### src/rtl/sdhc_pkg.sv
package sdhc_pkg;
  localparam int REG_W = 8;

  typedef enum logic [1:0] {
    BW_1 = 2'd0,
    BW_4 = 2'd1,
    BW_8 = 2'd2
  } bw_e;

  typedef enum logic [2:0] {
    DK_SDMA      = 3'd0,
    DK_ADMA1_32  = 3'd1,
    DK_ADMA2_32  = 3'd2,
    DK_ADMA2_64  = 3'd3,
    DK_RSVD      = 3'd4,
    DK_ADMA2     = 3'd5,
    DK_ADMA2_3   = 3'd6
  } dma_e;

  typedef struct packed {
    logic       src_sel;
    logic       test_lvl;
    logic       wide8;
    logic [1:0] dma_sel;
    logic       hs_en;
    logic       wide4;
    logic       led_on;
  } hctl_t;
endpackage

### src/rtl/sdhc_cd_unit.sv
module sdhc_cd_unit #(
  parameter int SYNC_STAGES = 2
) (
  input  logic       clk,
  input  logic       rst_n,
  input  logic       cd_n_pin,
  input  logic       src_sel,
  input  logic       test_lvl,
  input  logic       ins_en,
  input  logic       rem_en,
  input  logic       clr_wr,
  input  logic [1:0] clr_mask,
  output logic       present,
  output logic       ins_sts,
  output logic       rem_sts
);
  logic [SYNC_STAGES-1:0] sync_q;
  logic prev_q;
  logic rise, fall;

  always_ff @(posedge clk or negedge rst_n) begin
    if (!rst_n) sync_q <= '1;
    else        sync_q <= {sync_q[SYNC_STAGES-2:0], cd_n_pin};
  end

  assign present = src_sel ? test_lvl : ~sync_q[SYNC_STAGES-1];
  assign rise    = present & ~prev_q;
  assign fall    = ~present & prev_q;

  always_ff @(posedge clk or negedge rst_n) begin
    if (!rst_n) begin
      prev_q  <= 1'b0;
      ins_sts <= 1'b0;
      rem_sts <= 1'b0;
    end else begin
      prev_q  <= present;
      ins_sts <= (ins_sts & ~(clr_wr & clr_mask[0])) | (rise & ins_en);
      rem_sts <= (rem_sts & ~(clr_wr & clr_mask[1])) | (fall & rem_en);
    end
  end
endmodule

### src/rtl/sdhc_width_resolve.sv
module sdhc_width_resolve
  import sdhc_pkg::*;
#(
  parameter logic [1:0] SHARED_SLOT = 2'b10
) (
  input  logic       wide8,
  input  logic       wide4,
  input  logic       uhs2,
  input  logic [1:0] slot_type,
  input  logic [1:0] preset,
  output logic [1:0] width
);
  bw_e own_w;
  always_comb begin
    if (wide8)               own_w = BW_8;
    else if (wide4 && !uhs2) own_w = BW_4;
    else                     own_w = BW_1;
    width = (slot_type == SHARED_SLOT) ? preset : own_w;
  end
endmodule

### src/rtl/sdhc_dma_decode.sv
module sdhc_dma_decode
  import sdhc_pkg::*;
(
  input  logic [1:0] sel,
  input  logic       v4,
  input  logic       cap64,
  output logic [2:0] kind,
  output logic       err
);
  dma_e k;
  always_comb begin
    if (v4) begin
      unique case (sel)
        2'b00:   k = DK_SDMA;
        2'b01:   k = DK_RSVD;
        2'b10:   k = DK_ADMA2;
        default: k = DK_ADMA2_3;
      endcase
      err = (sel == 2'b01);
    end else begin
      unique case (sel)
        2'b00:   k = DK_SDMA;
        2'b01:   k = DK_ADMA1_32;
        2'b10:   k = DK_ADMA2_32;
        default: k = DK_ADMA2_64;
      endcase
      err = (sel == 2'b11) && !cap64;
    end
    kind = k;
  end
endmodule

### src/rtl/sd_hostctl_reg.sv
module sd_hostctl_reg
  import sdhc_pkg::*;
#(
  parameter int SYNC_STAGES = 2
) (
  input  logic       clk,
  input  logic       rst_n,
  input  logic       wr_en,
  input  logic [7:0] wdata,
  output logic [7:0] rdata,
  input  logic       sts_wr,
  input  logic [1:0] sts_wdata,
  input  logic       cd_n_pin,
  input  logic       ins_en,
  input  logic       rem_en,
  input  logic [1:0] slot_type,
  input  logic [1:0] width_preset,
  input  logic       uhs2_mode,
  input  logic       v4_mode,
  input  logic       cap_64bit,
  output logic       card_present,
  output logic       ins_irq,
  output logic       rem_irq,
  output logic [1:0] bus_width,
  output logic [2:0] dma_kind,
  output logic       dma_rsvd_err,
  output logic       drive_rise,
  output logic       led
);
  hctl_t ctl_q;

  always_ff @(posedge clk or negedge rst_n) begin
    if (!rst_n)     ctl_q <= '0;
    else if (wr_en) ctl_q <= hctl_t'(wdata);
  end

  assign rdata      = ctl_q;
  assign led        = ctl_q.led_on;
  assign drive_rise = ctl_q.hs_en & ~uhs2_mode;

  sdhc_cd_unit #(.SYNC_STAGES(SYNC_STAGES)) u_cd (
    .clk(clk), .rst_n(rst_n), .cd_n_pin(cd_n_pin),
    .src_sel(ctl_q.src_sel), .test_lvl(ctl_q.test_lvl),
    .ins_en(ins_en), .rem_en(rem_en),
    .clr_wr(sts_wr), .clr_mask(sts_wdata),
    .present(card_present), .ins_sts(ins_irq), .rem_sts(rem_irq)
  );

  sdhc_width_resolve u_width (
    .wide8(ctl_q.wide8), .wide4(ctl_q.wide4), .uhs2(uhs2_mode),
    .slot_type(slot_type), .preset(width_preset), .width(bus_width)
  );

  sdhc_dma_decode u_dma (
    .sel(ctl_q.dma_sel), .v4(v4_mode), .cap64(cap_64bit),
    .kind(dma_kind), .err(dma_rsvd_err)
  );
endmodule

### config.mk
export PLATFORM = sky130hd
export DESIGN_NAME = sd_hostctl_reg
export DESIGN_NICKNAME = d
export VERILOG_FILES = /design/src/rtl/sdhc_pkg.sv /design/src/rtl/sdhc_cd_unit.sv /design/src/rtl/sdhc_width_resolve.sv /design/src/rtl/sdhc_dma_decode.sv /design/src/rtl/sd_hostctl_reg.sv
export SDC_FILE = /design/constraint.sdc
export NUM_CORES = 1
export LEC_CHECK = 0
export BUFFER_PORTS_ARGS = -buffer_cell sky130_fd_sc_hd__buf_2
export CORE_MARGIN = 2
export CORE_UTILIZATION = 42
export CTS_CLUSTER_DIAMETER = 30
export DETAILED_ROUTE_END_ITERATION = 7
export GPL_ROUTABILITY_DRIVEN = 0
export PLACE_DENSITY = 0.81
export SLEW_MARGIN = 20
export SYNTH_ARGS = -nofsm -noshare
export SYNTH_HDL_FRONTEND = slang
export SYNTH_SLANG_ARGS = --single-unit
export TNS_END_PERCENT = 5
### constraint.sdc
create_clock -name clk -period 2.51 [get_ports clk]
set_input_delay 0.251 -clock clk [delete_from_list [all_inputs] [get_ports clk]]
set_output_delay 0.251 -clock clk [all_outputs]
set_load 0.03 [all_outputs]
==> results.toml <==
[power_and_ir_drop]
clkPwrFrac_pct = 22.7
ir_worst_vdd_v = 0.000478
internal_power_w = 0.000361
total_power_w = 0.000550
p_switching_w = 0.000188
combPwrFrac_pct = 31.8
p_per_area_nw_per_um2 = 653
p_leak_nw = 0.437
swShare_pct = 34.3
p_seq_share_pct = 45.5

[global_routing]
track_usage_pct = 16.3
gr-usage-met3_pct = 9.05
grt_max_degree = 14
grt_pass1_wl_um = 2150
top_usage_layer = "met2"
grt_util_met1_pct = 14.9
antenna_found_initial = 0
met2_usage_pct = 29.8
grt_pass1_vias = 526
grt_overflow = 0

[sta]
fin_worst_skew_ps = 1.72
min_period_over_period_pct = 65.2
hold_viol_final = 0
fin_crit_ps = 1640
max_freq_ghz = 0.611
hold_slack_ps = 73.7
fin_setup_tns_ps = 0
worstMarginPinSlew_ps = 282
setup_violations = 0
rsz0062_at_grt = "no"
drv_slew = 0
max-slew-margin-rel_pct = 81.2

[layout]
final.fill_count = 123
drive_gt1_share_pct = 63.0
syn_to_final_growth_pct = 36.0
layout.nets = 117
diodes = 0
final_core_util_pct = 63.1

[route]
routed_wirelength_um = 1290
drtIter0Drc = 3
first_pass_iters = 4
ant_nets = 0
wl_per_cell_um = 12.1
drc = 0
via_count = 536
via_per_inst = 5.01

[floorplan]
die_x_um = 42.4
dieArea_um2 = 1800
initial_core_util_pct = 46.4
num_io_pins = 43
core_um2 = 1330
fp.dieH_um = 42.4
rows = 13

[clocking]
clk_latency_ps = 270
clock-sinks = 13
cts-root-buf = "clkbuf_4"
cts_tree = "yes"
clk_pin_slew_ps = 70
postCtsSetupRepairBufs = 0
cts_resized = 0
htree_levels = 1
cts_buffers = 3
cts_hold_buf = 1
clk_path_buf_depth = 2

[yosys]
synth_seq_area_share_pct = 52.9
synthFlopType = "dfrtp_1"
synth_fp_nets = 75
netlist_instances = 51
netlist_area_um2 = 619
yosysUniqueCellTypes = 19
syn_area_per_cell_um2 = 12.1
ys_async_sr_fraction_pct = 100
ys_ff_latch = 13
synth_warnings = 0
synth_edf_count = 0

[critical_path]
crit_fanout = 7
cp-end-kind = "output pin"
crit_required_ps = 2260
start_kind = "flip-flop"
cp.arrival_ps = 1390
path_class = "flip-flop to output pin"

[placed_design]
port_buffers = 42
dpl.hpwl_um = 1030

[worst_hold_path]
hold_path.class = "primary input to flip-flop"

[run]
maxCapViolCount = 0

[run_status]
outcome = "completed"
## cells in the final DEF (no fill, tap or decap)
master / count
or2_2: 1
dfrtp_1: 11
a41o_1: 1
a21oi_2: 1
o21ai_0: 2
inv_1: 1
mux2_2: 9
clkbuf_1: 1
nor2b_1: 2
nand3b_1: 1
a32o_1: 1
or3b_1: 1
o21a_1: 1
dfstp_2: 2
nand2_1: 4
nand2b_1: 4
dlygate4sd3_1: 1
clkbuf_4: 3
nor3b_1: 1
a21boi_0: 2
buf_2: 42
## stage by stage
step           cell area (µm²)  cells  setup WS [ps]
2_1_floorplan              619     51            870
3_3_place_gp               806    102           1200
3_5_place_dp               806    102           1170
4_1_cts                    842    107            857
5_1_grt                    842    107            776
6_report                   842    107            872
## layer usage
metal	part of all wire [%]	routed length, µm
met5	0	0
met4	0.54	7
met3	8.4	108
met2	56	718
met1	35	456
## cells by family after synthesis
| logic type | synth area share (%) |
|---|---|
| compound gates | 9.90 |
| buf+inv | 7.47 |
| simple gates | 13.3 |
| mux | 16.4 |
| flops | 52.9 |
## cells in the mapped netlist (2+ instances only)
cell type | count | area [µm²]
a21boi_0 | 2 | 15.0
buf_4 | 5 | 37.5
dfrtp_1 | 11 | 275
dfstp_2 | 2 | 52.6
mux2_2 | 9 | 101
nand2_1 | 4 | 15.0
nand2b_1 | 4 | 25.0
nor2b_1 | 2 | 12.5
o21ai_0 | 2 | 10.0
## worst paths after layout
check                           depth (start not counted)  slack, ps            from             end
worst max-delay path                                    3        870        rdata[4]    dma_rsvd_err
worst min-delay path                                    1         70        cd_n_pin  u_cd.sync_q[0]
worst max register to register                          2       1450        rdata[7]    u_cd.rem_sts
worst min register to register                          0        360  u_cd.sync_q[0]  u_cd.sync_q[1]
max in group asynchronous                               2       1840           rst_n  u_cd.sync_q[0]
min in group asynchronous                               2        390           rst_n        rdata[6]
## critical path: stages, from the launching register on
cell and delay [ps]:
dfrtp_1 430, or3b_1 380, a21oi_2 110, buf_2 200
## power groups by stage
stage	clock, W	sequential [W]	combinational, W
final	0.000125	0.000250	0.000175
after global routing	0.000145	0.000254	0.000187
after CTS	0.000133	0.000250	0.000177
after detailed placement	0	0.000254	0.000176
after global placement	0	0.000253	0.000173
after floorplan	0	0.000278	0.000100
## area by class of cell
type | count | area (µm²) | share of cell area (%)
multi-input combinational | 31 | 245 | 29.1
clock buffer | 4 | 26.3 | 3.12
timing repair buffer | 43 | 220 | 26.2
sequential | 13 | 328 | 38.9
inverter | 1 | 3.75 | 0.446
tap | 15 | 18.8 | 2.23
## state kept, by name (all words and copies together) (netlist names)
signal,cells
u_cd.prev_q,1
u_cd.rem_sts,1
u_cd.ins_sts,1
rdata,7
u_cd.sync_q,2
led,1
(Power assumes the default switching activity.)
